--- src/rtl/dsr_pkg.sv ---
package dsr_pkg;

  typedef enum logic [2:0] {
    RT_KERNEL    = 3'd0,
    RT_PROBE     = 3'd1,
    RT_REGS      = 3'd2,
    RT_BAD_FETCH = 3'd3,
    RT_BAD_SIZE  = 3'd4
  } dsr_route_e;

  typedef enum logic [1:0] {
    ST_IDLE = 2'd0,
    ST_WAIT = 2'd1,
    ST_RESP = 2'd2
  } dsr_state_e;

  // address lies in [base, base+span)
  function automatic logic in_window(input logic [63:0] addr,
                                     input logic [63:0] base,
                                     input logic [63:0] span);
    return (addr >= base) && ((addr - base) < span);
  endfunction

  // the low n byte lanes are all enabled
  function automatic logic all_lanes(input logic [7:0] be, input int n);
    logic ok;
    ok = 1'b1;
    for (int i = 0; i < 8; i++) begin
      if (i < n && !be[i]) ok = 1'b0;
    end
    return ok;
  endfunction

  function automatic logic is_local(input dsr_route_e r);
    return (r == RT_REGS) || (r == RT_BAD_FETCH) || (r == RT_BAD_SIZE);
  endfunction

endpackage

--- src/rtl/dsr_classify.sv ---
module dsr_classify
  import dsr_pkg::*;
#(
  parameter int ADDR_W = 32,
  parameter int BE_W = 4,
  parameter logic [ADDR_W-1:0] REG_BASE = '0,
  parameter logic [ADDR_W-1:0] REG_SPAN = '0,
  parameter logic [ADDR_W-1:0] PRB_BASE = '0,
  parameter logic [ADDR_W-1:0] PRB_SPAN = '0
) (
  input  logic [ADDR_W-1:0] addr,
  input  logic              fetch,
  input  logic [BE_W-1:0]   be,
  input  logic              dbg_mode,
  input  logic              regbank_off,
  input  logic              ls_to_kernel,
  output dsr_route_e        route,
  output logic              hit_regs,
  output logic              hit_probe
);

  always_comb begin
    hit_regs  = dbg_mode && in_window(64'(addr), 64'(REG_BASE), 64'(REG_SPAN));
    hit_probe = dbg_mode && in_window(64'(addr), 64'(PRB_BASE), 64'(PRB_SPAN));
    route = RT_KERNEL;
    if (hit_probe) begin
      route = RT_PROBE;
    end else if (hit_regs && !regbank_off) begin
      if (fetch)                         route = RT_BAD_FETCH;
      else if (ls_to_kernel)             route = RT_KERNEL;
      else if (!all_lanes(8'(be), BE_W)) route = RT_BAD_SIZE;
      else                               route = RT_REGS;
    end
  end

endmodule

--- src/rtl/dsr_regbank.sv ---
module dsr_regbank #(
  parameter int DATA_W = 32,
  parameter int NUM_REGS = 4,
  parameter int IDX_W = 18,
  parameter logic [DATA_W-1:0] CAP_WORD = '0
) (
  input  logic              clk,
  input  logic              rst_n,
  input  logic              wr_en,
  input  logic [IDX_W-1:0]  idx,
  input  logic [DATA_W-1:0] wdata,
  output logic [DATA_W-1:0] rdata,
  output logic              implemented
);

  localparam int SEL_W = (NUM_REGS > 1) ? $clog2(NUM_REGS) : 1;

  logic [NUM_REGS-1:0][DATA_W-1:0] word_q;

  // index 0: read-only capability word
  assign word_q[0] = CAP_WORD;

  for (genvar g = 1; g < NUM_REGS; g++) begin : g_reg
    logic [DATA_W-1:0] q;
    always_ff @(posedge clk or negedge rst_n) begin
      if (!rst_n)                             q <= '0;
      else if (wr_en && idx == IDX_W'(g))     q <= wdata;
    end
    assign word_q[g] = q;
  end

  assign implemented = (idx < IDX_W'(NUM_REGS));
  assign rdata = implemented ? word_q[idx[SEL_W-1:0]] : '0;

endmodule

--- src/rtl/dsr_hold.sv ---
module dsr_hold #(
  parameter int ADDR_W = 32,
  parameter int DATA_W = 32,
  parameter int BE_W = 4
) (
  input  logic              clk,
  input  logic              rst_n,
  input  logic              load,
  input  logic [ADDR_W-1:0] addr,
  input  logic              write,
  input  logic              fetch,
  input  logic [BE_W-1:0]   be,
  input  logic [DATA_W-1:0] wdata,
  output logic [ADDR_W-1:0] q_addr,
  output logic              q_write,
  output logic              q_fetch,
  output logic [BE_W-1:0]   q_be,
  output logic [DATA_W-1:0] q_wdata
);

  always_ff @(posedge clk or negedge rst_n) begin
    if (!rst_n) begin
      q_addr  <= '0;
      q_write <= 1'b0;
      q_fetch <= 1'b0;
      q_be    <= '0;
      q_wdata <= '0;
    end else if (load) begin
      q_addr  <= addr;
      q_write <= write;
      q_fetch <= fetch;
      q_be    <= be;
      q_wdata <= wdata;
    end
  end

endmodule

--- src/rtl/dseg_router.sv ---
module dseg_router
  import dsr_pkg::*;
#(
  parameter int ADDR_W = 32,
  parameter int DATA_W = 32,
  parameter int NUM_REGS = 4,
  parameter logic [ADDR_W-1:0] REG_BASE = 32'hFF30_0000,
  parameter logic [ADDR_W-1:0] REG_SPAN = 32'h0010_0000,
  parameter logic [ADDR_W-1:0] PRB_BASE = 32'hFF20_0000,
  parameter logic [ADDR_W-1:0] PRB_SPAN = 32'h0010_0000,
  parameter logic [DATA_W-1:0] CAP_WORD = 32'h4D01_0003
) (
  input  logic                clk,
  input  logic                rst_n,
  input  logic                soft_rst,
  input  logic                dbg_mode,
  input  logic                regbank_off,
  input  logic                ls_to_kernel,
  input  logic                wdt_en_in,
  output logic                wdt_en_out,
  input  logic                req_valid,
  output logic                req_ready,
  input  logic [ADDR_W-1:0]   req_addr,
  input  logic                req_write,
  input  logic                req_fetch,
  input  logic [DATA_W/8-1:0] req_be,
  input  logic [DATA_W-1:0]   req_wdata,
  output logic                rsp_valid,
  output logic [DATA_W-1:0]   rsp_rdata,
  output logic                rsp_err,
  output logic                rsp_size_err,
  output logic                probe_valid,
  output logic [ADDR_W-1:0]   probe_addr,
  output logic                probe_write,
  output logic                probe_fetch,
  output logic [DATA_W/8-1:0] probe_be,
  output logic [DATA_W-1:0]   probe_wdata,
  input  logic                probe_ack,
  input  logic [DATA_W-1:0]   probe_rdata,
  output logic                kern_valid,
  output logic [ADDR_W-1:0]   kern_addr,
  output logic                kern_write,
  output logic                kern_fetch,
  output logic [DATA_W/8-1:0] kern_be,
  output logic [DATA_W-1:0]   kern_wdata,
  input  logic                kern_ack,
  input  logic [DATA_W-1:0]   kern_rdata
);

  localparam int BE_W  = DATA_W / 8;
  localparam int IDX_W = $clog2(REG_SPAN) - 2;

  dsr_state_e state_q;
  dsr_route_e route_q;
  dsr_route_e route_now;
  logic       hit_regs, hit_probe;

  logic [DATA_W-1:0] rdata_q;
  logic              err_q, serr_q;

  // named events for the checker
  logic accept, ev_local, ev_ext, ext_done, probe_pending, bank_wr;
  logic [IDX_W-1:0]  reg_idx;
  logic [DATA_W-1:0] bank_rdata;
  logic              bank_impl;

  logic [ADDR_W-1:0] h_addr;
  logic              h_write, h_fetch;
  logic [BE_W-1:0]   h_be;
  logic [DATA_W-1:0] h_wdata;

  dsr_classify #(
    .ADDR_W(ADDR_W), .BE_W(BE_W),
    .REG_BASE(REG_BASE), .REG_SPAN(REG_SPAN),
    .PRB_BASE(PRB_BASE), .PRB_SPAN(PRB_SPAN)
  ) u_cls (
    .addr(req_addr), .fetch(req_fetch), .be(req_be),
    .dbg_mode(dbg_mode), .regbank_off(regbank_off), .ls_to_kernel(ls_to_kernel),
    .route(route_now), .hit_regs(hit_regs), .hit_probe(hit_probe)
  );

  assign reg_idx  = IDX_W'((req_addr - REG_BASE) >> 2);
  assign accept   = (state_q == ST_IDLE) && req_valid && !soft_rst;
  assign ev_local = accept && is_local(route_now);
  assign ev_ext   = accept && !is_local(route_now);
  assign bank_wr  = accept && (route_now == RT_REGS) && req_write;
  assign ext_done = (state_q == ST_WAIT) &&
                    ((route_q == RT_PROBE) ? probe_ack : kern_ack);
  assign probe_pending = (state_q == ST_WAIT) && (route_q == RT_PROBE);

  dsr_regbank #(
    .DATA_W(DATA_W), .NUM_REGS(NUM_REGS), .IDX_W(IDX_W), .CAP_WORD(CAP_WORD)
  ) u_bank (
    .clk(clk), .rst_n(rst_n), .wr_en(bank_wr), .idx(reg_idx),
    .wdata(req_wdata), .rdata(bank_rdata), .implemented(bank_impl)
  );

  dsr_hold #(.ADDR_W(ADDR_W), .DATA_W(DATA_W), .BE_W(BE_W)) u_hold (
    .clk(clk), .rst_n(rst_n), .load(ev_ext),
    .addr(req_addr), .write(req_write), .fetch(req_fetch),
    .be(req_be), .wdata(req_wdata),
    .q_addr(h_addr), .q_write(h_write), .q_fetch(h_fetch),
    .q_be(h_be), .q_wdata(h_wdata)
  );

  always_ff @(posedge clk or negedge rst_n) begin
    if (!rst_n) begin
      state_q <= ST_IDLE;
      route_q <= RT_KERNEL;
      rdata_q <= '0;
      err_q   <= 1'b0;
      serr_q  <= 1'b0;
    end else if (soft_rst) begin
      state_q <= ST_IDLE;
    end else begin
      unique case (state_q)
        ST_IDLE: begin
          if (accept) begin
            route_q <= route_now;
            if (is_local(route_now)) begin
              state_q <= ST_RESP;
              rdata_q <= (route_now == RT_REGS && !req_write && bank_impl) ?
                         bank_rdata : '0;
              err_q   <= (route_now != RT_REGS);
              serr_q  <= (route_now == RT_BAD_SIZE);
            end else begin
              state_q <= ST_WAIT;
            end
          end
        end
        ST_WAIT: begin
          if (ext_done) begin
            state_q <= ST_RESP;
            rdata_q <= (route_q == RT_PROBE) ? probe_rdata : kern_rdata;
            err_q   <= 1'b0;
            serr_q  <= 1'b0;
          end
        end
        ST_RESP: state_q <= ST_IDLE;
        default: state_q <= ST_IDLE;
      endcase
    end
  end

  assign req_ready    = (state_q == ST_IDLE);
  assign rsp_valid    = (state_q == ST_RESP);
  assign rsp_rdata    = rdata_q;
  assign rsp_err      = err_q;
  assign rsp_size_err = serr_q;

  assign probe_valid = probe_pending;
  assign probe_addr  = h_addr;
  assign probe_write = h_write;
  assign probe_fetch = h_fetch;
  assign probe_be    = h_be;
  assign probe_wdata = h_wdata;

  assign kern_valid  = (state_q == ST_WAIT) && (route_q == RT_KERNEL);
  assign kern_addr   = h_addr;
  assign kern_write  = h_write;
  assign kern_fetch  = h_fetch;
  assign kern_be     = h_be;
  assign kern_wdata  = h_wdata;

  assign wdt_en_out = wdt_en_in && !probe_pending;

endmodule

--- config.mk ---
export PLATFORM = sky130hd
export DESIGN_NAME = dseg_router
export DESIGN_NICKNAME = d
export VERILOG_FILES = /design/src/rtl/dsr_pkg.sv /design/src/rtl/dsr_classify.sv /design/src/rtl/dsr_regbank.sv /design/src/rtl/dsr_hold.sv /design/src/rtl/dseg_router.sv
export SDC_FILE = /design/constraint.sdc
export NUM_CORES = 1
export LEC_CHECK = 0
export BUFFER_PORTS_ARGS = -buffer_cell sky130_fd_sc_hd__buf_2
export CORE_MARGIN = 4
export CORE_UTILIZATION = 32
export CTS_CLUSTER_SIZE = 25
export DETAILED_ROUTE_END_ITERATION = 12
export GPL_TIMING_DRIVEN = 0
export PLACE_DENSITY = 0.58
export SYNTH_ARGS = -nofsm -noshare
export SYNTH_HDL_FRONTEND = slang
export SYNTH_SLANG_ARGS = --single-unit
--- constraint.sdc ---
create_clock -name clk -period 2.65 [get_ports clk]
set_input_delay 0.3975 -clock clk [delete_from_list [all_inputs] [get_ports clk]]
set_output_delay 0.3975 -clock clk [all_outputs]
set_load 0.01 [all_outputs]
# Word level (Yosys, flattened, before mapping)
# Cells that the tools add are included.
[word_totals] regBits=205 in_bits=144 wordCells=105
[classes] addsub=3 magnitude_cmp=6 eq_ne=15 n_mux=35 bitwise=1 reduce_logical=32
[ops] op="32-bit 2-to-1 mux" count=7
[ops] op="64-bit by 21-bit less-than comparator with 1-bit output, second input constant" count=2
[ops] op="32-bit by 32-bit subtractor with 33-bit output, second input constant" count=2
[ops] op="32-bit binary-select mux with 2-bit select" count=1
[ops] op="32-bit >= comparator, second input constant" count=2
[ops] op="32-bit case mux with 2 select lines" count=1
[ops] op="18-bit by 2-bit equality test with 1-bit output, second input constant" count=2
[ops] op="20-bit by 1-bit subtractor with 20-bit output, second input constant" count=1
[ops] op="1-bit logical AND" count=19
[ops] op="18-bit by 1-bit equality test with 1-bit output, second input constant" count=1
[ops] op="18-bit by 3-bit less-than comparator with 1-bit output, second input constant" count=1
[ops] op="3-bit 2-to-1 mux" count=5
[ops] op="1-bit 2-to-1 mux" count=14
[ops] op="2-bit 2-to-1 mux" count=4
[ops] op="3-bit by 2-bit equality test with 1-bit output, second input constant" count=2
[ops] op="3-bit by 2-bit inequality test with 1-bit output, second input constant" count=2
[ops] op="1-bit zero test" count=5
[ops] op="5-bit AND reduction" count=1
[ops] op="2-bit by 1-bit inequality test with 1-bit output, second input constant" count=2
[ops] op="1-bit case mux with 2 select lines" count=2
[ops] op="2-bit case mux with 2 select lines" count=1
[ops] op="3-bit by 1-bit equality test with 1-bit output, second input constant" count=1
[ops] op="3-bit equality test, second input constant" count=1
[ops] op="3-bit zero test" count=1
[ops] op="11 further kinds" count=12

# Depth between registers and ports, before layout
[depth] word_depth=20 depth_mapped=9 ltp_nobuf=8

# By module
# Synthesis repeated with hierarchy kept, for this count alone.
[unflattened] cells_unflattened=747 hier_area_um2=10334.9
[by_module_without_submodules] mod="dsr_regbank" n_inst=1 cells_per_inst=327 area_per_inst_um2=4438.0 seq_area_each_um2=2402.3
[by_module_without_submodules] mod="dsr_hold" n_inst=1 cells_per_inst=148 area_per_inst_um2=2954.1 seq_area_each_um2=1751.7
[by_module_without_submodules] mod="dseg_router" n_inst=1 cells_per_inst=249 area_per_inst_um2=2775.2 seq_area_each_um2=975.9
[by_module_without_submodules] mod="dsr_classify" n_inst=1 cells_per_inst=23 area_per_inst_um2=167.7 seq_area_each_um2=0.0

# Worst setup path before layout
# No wires, ideal clock.
[synth_path] kind="input -> register" startpoint="input port req_addr[22]" endpoint="register u_bank.g_reg[2].q[10]" arrival_ps=2061 required_ps=2525 slack_ps=464 cell_stages=9 n_path_buf=2 path_cell_list="inv_1 -> ha_1 -> xor2_1 -> and2_1 -> nand4b_1 -> buf_2 -> nor3_4 -> buf_6 -> mux2_2"
[synth_via] elab_chain_cells=11 elab_cells_between_ends=17 cone_classes="add/sub (2); order compare (4); eq/ne (1); mux (2); reduce/logical (8)"
[synth_rtl] element="start: declaration" line="dseg_router.sv:23" text="input logic [ADDR_W-1:0] req_addr,"
[synth_rtl] element="32-bit by 32-bit subtractor with 33-bit output" line="dsr_pkg.sv:21" text="return (addr >= base) && ((addr - base) < span);"
[synth_rtl] element="64-bit by 21-bit less-than comparator with 1-bit output" line="dsr_pkg.sv:21"
[synth_rtl] element="1-bit logical AND" line="dsr_pkg.sv:21"
[synth_rtl] element="1-bit logical AND" line="dsr_classify.sv:23" text="hit_regs = dbg_mode && in_window(64'(addr), 64'(REG_BASE), 64'(REG_SPAN));"
[synth_rtl] element="1-bit logical AND" line="dsr_classify.sv:28" text="end else if (hit_regs && !regbank_off) begin"
[synth_rtl] element="3-bit 2-to-1 mux" line="dsr_classify.sv:28"
[synth_rtl] element="3-bit 2-to-1 mux *" line="dsr_classify.sv:26" text="if (hit_probe) begin"
[synth_rtl] element="3-bit by 2-bit equality test with 1-bit output *" line="dseg_router.sv:86" text="assign bank_wr = accept && (route_now == RT_REGS) && req_write;"
[synth_rtl] element="1-bit logical AND * (2 in a row)" line="dseg_router.sv:86"
[synth_rtl] element="1-bit logical AND *" line="dsr_regbank.sv:27" text="else if (wr_en && idx == IDX_W'(g)) q <= wdata;"
[synth_rtl] element="end signal: assignment" line="dsr_regbank.sv:27"
[synth_rtl] element="end: declaration" line="dsr_regbank.sv:24" text="logic [DATA_W-1:0] q;"
# Mark *: on every way between the ends. The rest lies on a longest branch, timed or not.
# A chain may end at the register's enable or synchronous reset.

# Worst setup path in the final report
[layout_path] startpoint="register state_q[1]" endpoint="register u_bank.g_reg[1].q[11]"
[layout_via] elab_chain_cells=6
[layout_rtl] element="start: declaration" line="dseg_router.sv:53" text="dsr_state_e state_q;"
[layout_rtl] element="start signal: assignment" line="dseg_router.sv:108" text="state_q <= ST_IDLE;"
[layout_rtl] element="start signal: assignment" line="dseg_router.sv:114" text="state_q <= ST_IDLE;"
[layout_rtl] element="start signal: assignment" line="dseg_router.sv:121" text="state_q <= ST_RESP;"
[layout_rtl] element="2-bit zero test" line="dseg_router.sv:83" text="assign accept = (state_q == ST_IDLE) && req_valid && !soft_rst;"
[layout_rtl] element="1-bit logical AND (2 in a row)" line="dseg_router.sv:83"
[layout_rtl] element="1-bit logical AND (2 in a row)" line="dseg_router.sv:86"
[layout_rtl] element="1-bit logical AND" line="dsr_regbank.sv:27"
[layout_rtl] element="end signal: assignment" line="dsr_regbank.sv:27"
[layout_rtl] element="end: declaration" line="dsr_regbank.sv:24"
# No other way between the ends.

==> results.md <==
* Outcome: finished, final reports clean
* Crit. path cell count at 7
* Setup CP Type: register to register
* Cell with the largest stage delay on the worst path: dfrtp_1
* I/O Pins at 323
* DRT iter0 DRCs at about 290
* Final Hold Fails at 0
* Max Clk Rate at 0.398 GHz
* Initial core utilization at 0.329
* Post-synth EDFFs at 0
* Placed cell count at 1497
* Final wirelength at roughly 30000 µm
* Placed instance area at around 12000 µm²
* Die Span Y at ~190 µm
* Worst-Margin Slew at around 0.8 ns
* Clk Latency, worst-skew pair at 0.52 ns
* R2R Setup Slk at 0.14 ns
* Post-Synthesis Cells at roughly 800
* Total power at just over 9 mW
* Worst Hold Depth at 2
* Sequential fraction of the synthesis area at 0.505
* DRC at 0
* Final setup skew at slightly below 0.01 ns
* Total negative slack at 0 ns
* Pleak at approximately 6.7 nW
* RSZ-0062 raised after global routing: false
* Synth Cell Area at between 10000 and 15000 µm²
* CORE AREA at approximately 31000 µm²
* Tot GR Track Use at 0.168
* Final critical-path required period at ~2.5 ns
* Worst slew margin at 0.479
* I/O Buffers at 320
* Detail Route Antenna Nets at 0
* Syn Nets at slightly above 900
* Endpoints failing setup at 0
* Final Non-Filler Cells at approximately 1500
* Crit path DAT at roughly 2.9 ns
* Number of synthesized register bits at ~210
* Area growth syn-to-layout at 29.7%
* CTS Buffer Depth at 3
* Antenna violations before repair at 1
* Netlist cell types at 44
* Max incr delay on CP at 0.43 ns
* Critical path data required time at approximately 3.1 ns
* Post-detail-place hpwl at about 22000 µm
* WL/cell at between 15 and 20 µm
* Via Count at 7358
* Maximum number of pins on one net before global-route repair at roughly 120
* Max-slew violation count at 0
* Max VDD drop at 0.363 mV
* Htree depth at 1
* First-pass GRT wire length at roughly 45000 µm
* Tcrit/Tclk final at 0.948
* FF-to-FF path depth at 7
* Final weighted congestion in routability-driven placement at around 0.80
* Share of cells above drive strength 1 at 0.581
* Nets at ~1300
* Buf+Inv Stages, Crit Path at 2
* Vias in the first global route at between 7000 and 8000
* Vias per Instance at 4.77
* Clk sinks at ~210
* CTS tree: built
* Num CTS Buffers at 25
* Worst-path cell chain: nor2_1 > and2_1 > clkbuf_1 > nand4b_1 > nor3_2 > buf_4 > mux2_2
* CTS root buf: clkbuf_16
* Crit-path max FO at 10
* DIE AREA at 34600 µm²
* Hold Crit Class: input pin to register
* Gr ovfl total at 0
* Synth async-reset ratio at 1.00
* Synth Area per Inst at approximately 13 µm²
* Final instance area at 13200 µm²
* Max Cap Viol at 0
* First-pass iteration count of the detailed router at 4
* Crit. End Element: register
* Chip width at ~190 µm
* Startpoint types: register
* Crit-path leading delay family: simple AND/OR/NAND/NOR gates
* Pwr/cell area at roughly 700 nW/µm²
* Number of warnings issued by yosys at 0
* Clock slew at reported path FFs at about 0.060 ns
* Site row count at 64
* Main flop type after synthesis: dfrtp_1
* Post-layout util at 0.426
==> repair_timing <==
item | 4_1_cts | 5_1_grt
hold buffers | 1 | 0
endpoints found under the setup margin | 12 | 16
setup buffers | 0 | 0
gates cloned | 0 | 0
resized for setup | 4 | 3
hold endpoints to repair | 88 | 0
==> Yosys cell counts (2+ instances only) <==
cell         n  area share
nor2b_1      7      0.0043
mux2_4      70        0.10
buf_6       11       0.012
nor4_1       5      0.0031
a21oi_1     26       0.013
mux2_2     120        0.13
mux2i_1     39       0.038
o2111ai_1    7      0.0060
buf_4       77       0.057
nand2b_1     2      0.0012
a22o_1      25       0.022
clkbuf_1    18      0.0067
and4_1       2      0.0017
nor3_2       2      0.0020
o21a_1       2      0.0015
and2_1       3      0.0018
nor3b_1      3      0.0022
mux2_1       8      0.0089
nand3_1      2     0.00099
inv_1        3      0.0011
nand2_1     14      0.0052
buf_2       12      0.0059
ha_1         2      0.0025
o22ai_1      7      0.0043
nor3_4       2      0.0032
o21ai_0     52       0.026
nor2_1      31       0.011
nand4b_1     2      0.0017
xor2_1       2      0.0017
dfrtp_1    205        0.51
nand4_1      6      0.0037
==> cells by family (layout without fill, tap and decap cells) <==
logic type	Yosys count	count (layout)	synth area share
muxes	237	237	0.284
xor gates and xnor gates	2	2	0.00173
and+or+nand+nor	85	85	0.0463
other	0	1	0
buffers and inverters	123	490	0.0835
adders and majority gates	2	2	0.00246
DFF	205	205	0.505
AOI/OAI and AO/OA	126	126	0.0769
==> registers in the layout, indices dropped and copies added, names as in the netlist <==
name	count
state_q	2
u_hold.q_write	1
route_q	3
u_hold.q_wdata	32
rsp_rdata	32
rsp_size_err	1
u_hold.q_addr	32
u_hold.q_be	4
rsp_err	1
u_bank.g.q	96
u_hold.q_fetch	1
==> report_power, final <==
part / switching [mW] / internal (mW) / leakage [nW]
logic: 0.941 / 1.12 / 3.56
registers: 0.238 / 3.43 / 2.69
clock network: 1.39 / 2.18 / 0.420
total: 2.57 / 6.74 / 6.68
==> through the flow <==
| step | setup WS, ns | hold WS [ns] |
|---|---|---|
| after global routing | 0.00839 | 0.107 |
| after detailed placement | -0.821 | 0.467 |
| final | 0.137 | 0.118 |
| after floorplan | 0.464 | 0.102 |
| after global placement | -2.57 | 0.464 |
| after CTS | 0.0132 | 0.0935 |
==> area by class of cell <==
type,count,area [µm²]
Fill cell,2980,17700
Sequential cell,205,5130
Multi-Input combinational cell,452,4190
Timing Repair Buffer,322,1650
Buffer,119,838
Clock buffer,33,716
Tap cell,396,495
Clock inverter,12,143
Inverter,4,15.0
Antenna cell,1,2.50
==> routing by layer <==
| metal | up-vias | share of wire | track usage | routed length [µm] |
|---|---|---|---|---|
| met5 | - | 0 | 0 | 0 |
| met4 | 0 | 0.015 | 0.0344 | 457 |
| met3 | 33 | 0.064 | 0.0284 | 1940 |
| met2 | 247 | 0.47 | 0.278 | 14200 |
| met1 | 3646 | 0.45 | 0.235 | 13800 |
| li1 | 3432 | - | - | - |
==> path summary, 6_finish.rpt <==
check                                 startpoint                    end
hold reg to reg            u_bank.g_reg[1].q[16]  u_bank.g_reg[1].q[16]
setup reg to reg                      state_q[1]  u_bank.g_reg[1].q[11]
hold / removal                       req_addr[1]       u_hold.q_addr[1]
max in group asynchronous                  rst_n  u_bank.g_reg[3].q[23]
min in group asynchronous                  rst_n         u_hold.q_be[0]
setup / recovery                      state_q[1]  u_bank.g_reg[1].q[11]
==> worst reg2reg max path, cell delays in order (launching register included) <==
cell and delay, ns:
dfrtp_1 0.43, nor2_1 0.28, and2_1 0.18, clkbuf_1 0.27, nand4b_1 0.16, nor3_2 0.42, buf_4 0.31, mux2_2 0.36
==> cells in the final DEF, fill, tap and decap left out, drive strengths merged, types with 2 or more instances in the layout <==
master / synthesis / layout
buf: 101 / 423
dfrtp: 205 / 205
mux2: 198 / 198
o21ai: 53 / 53
clkbuf: 18 / 50
mux2i: 39 / 39
nor2: 31 / 31
a21oi: 26 / 26
a22o: 25 / 25
nand2: 14 / 14
nor2b: 7 / 7
o2111ai: 7 / 7
o22ai: 7 / 7
nand4: 6 / 6
clkinv: 0 / 6
nor4: 5 / 5
inv: 4 / 4
nor3: 4 / 4
nor3b: 3 / 3
and2: 3 / 3
clkinvlp: 0 / 3
bufinv: 0 / 3
nand2b: 2 / 2
xor2: 2 / 2
nand4b: 2 / 2
o21a: 2 / 2
and4: 2 / 2
nand3: 2 / 2
ha: 2 / 2
Note: power is estimated with default switching activity, not from simulation.
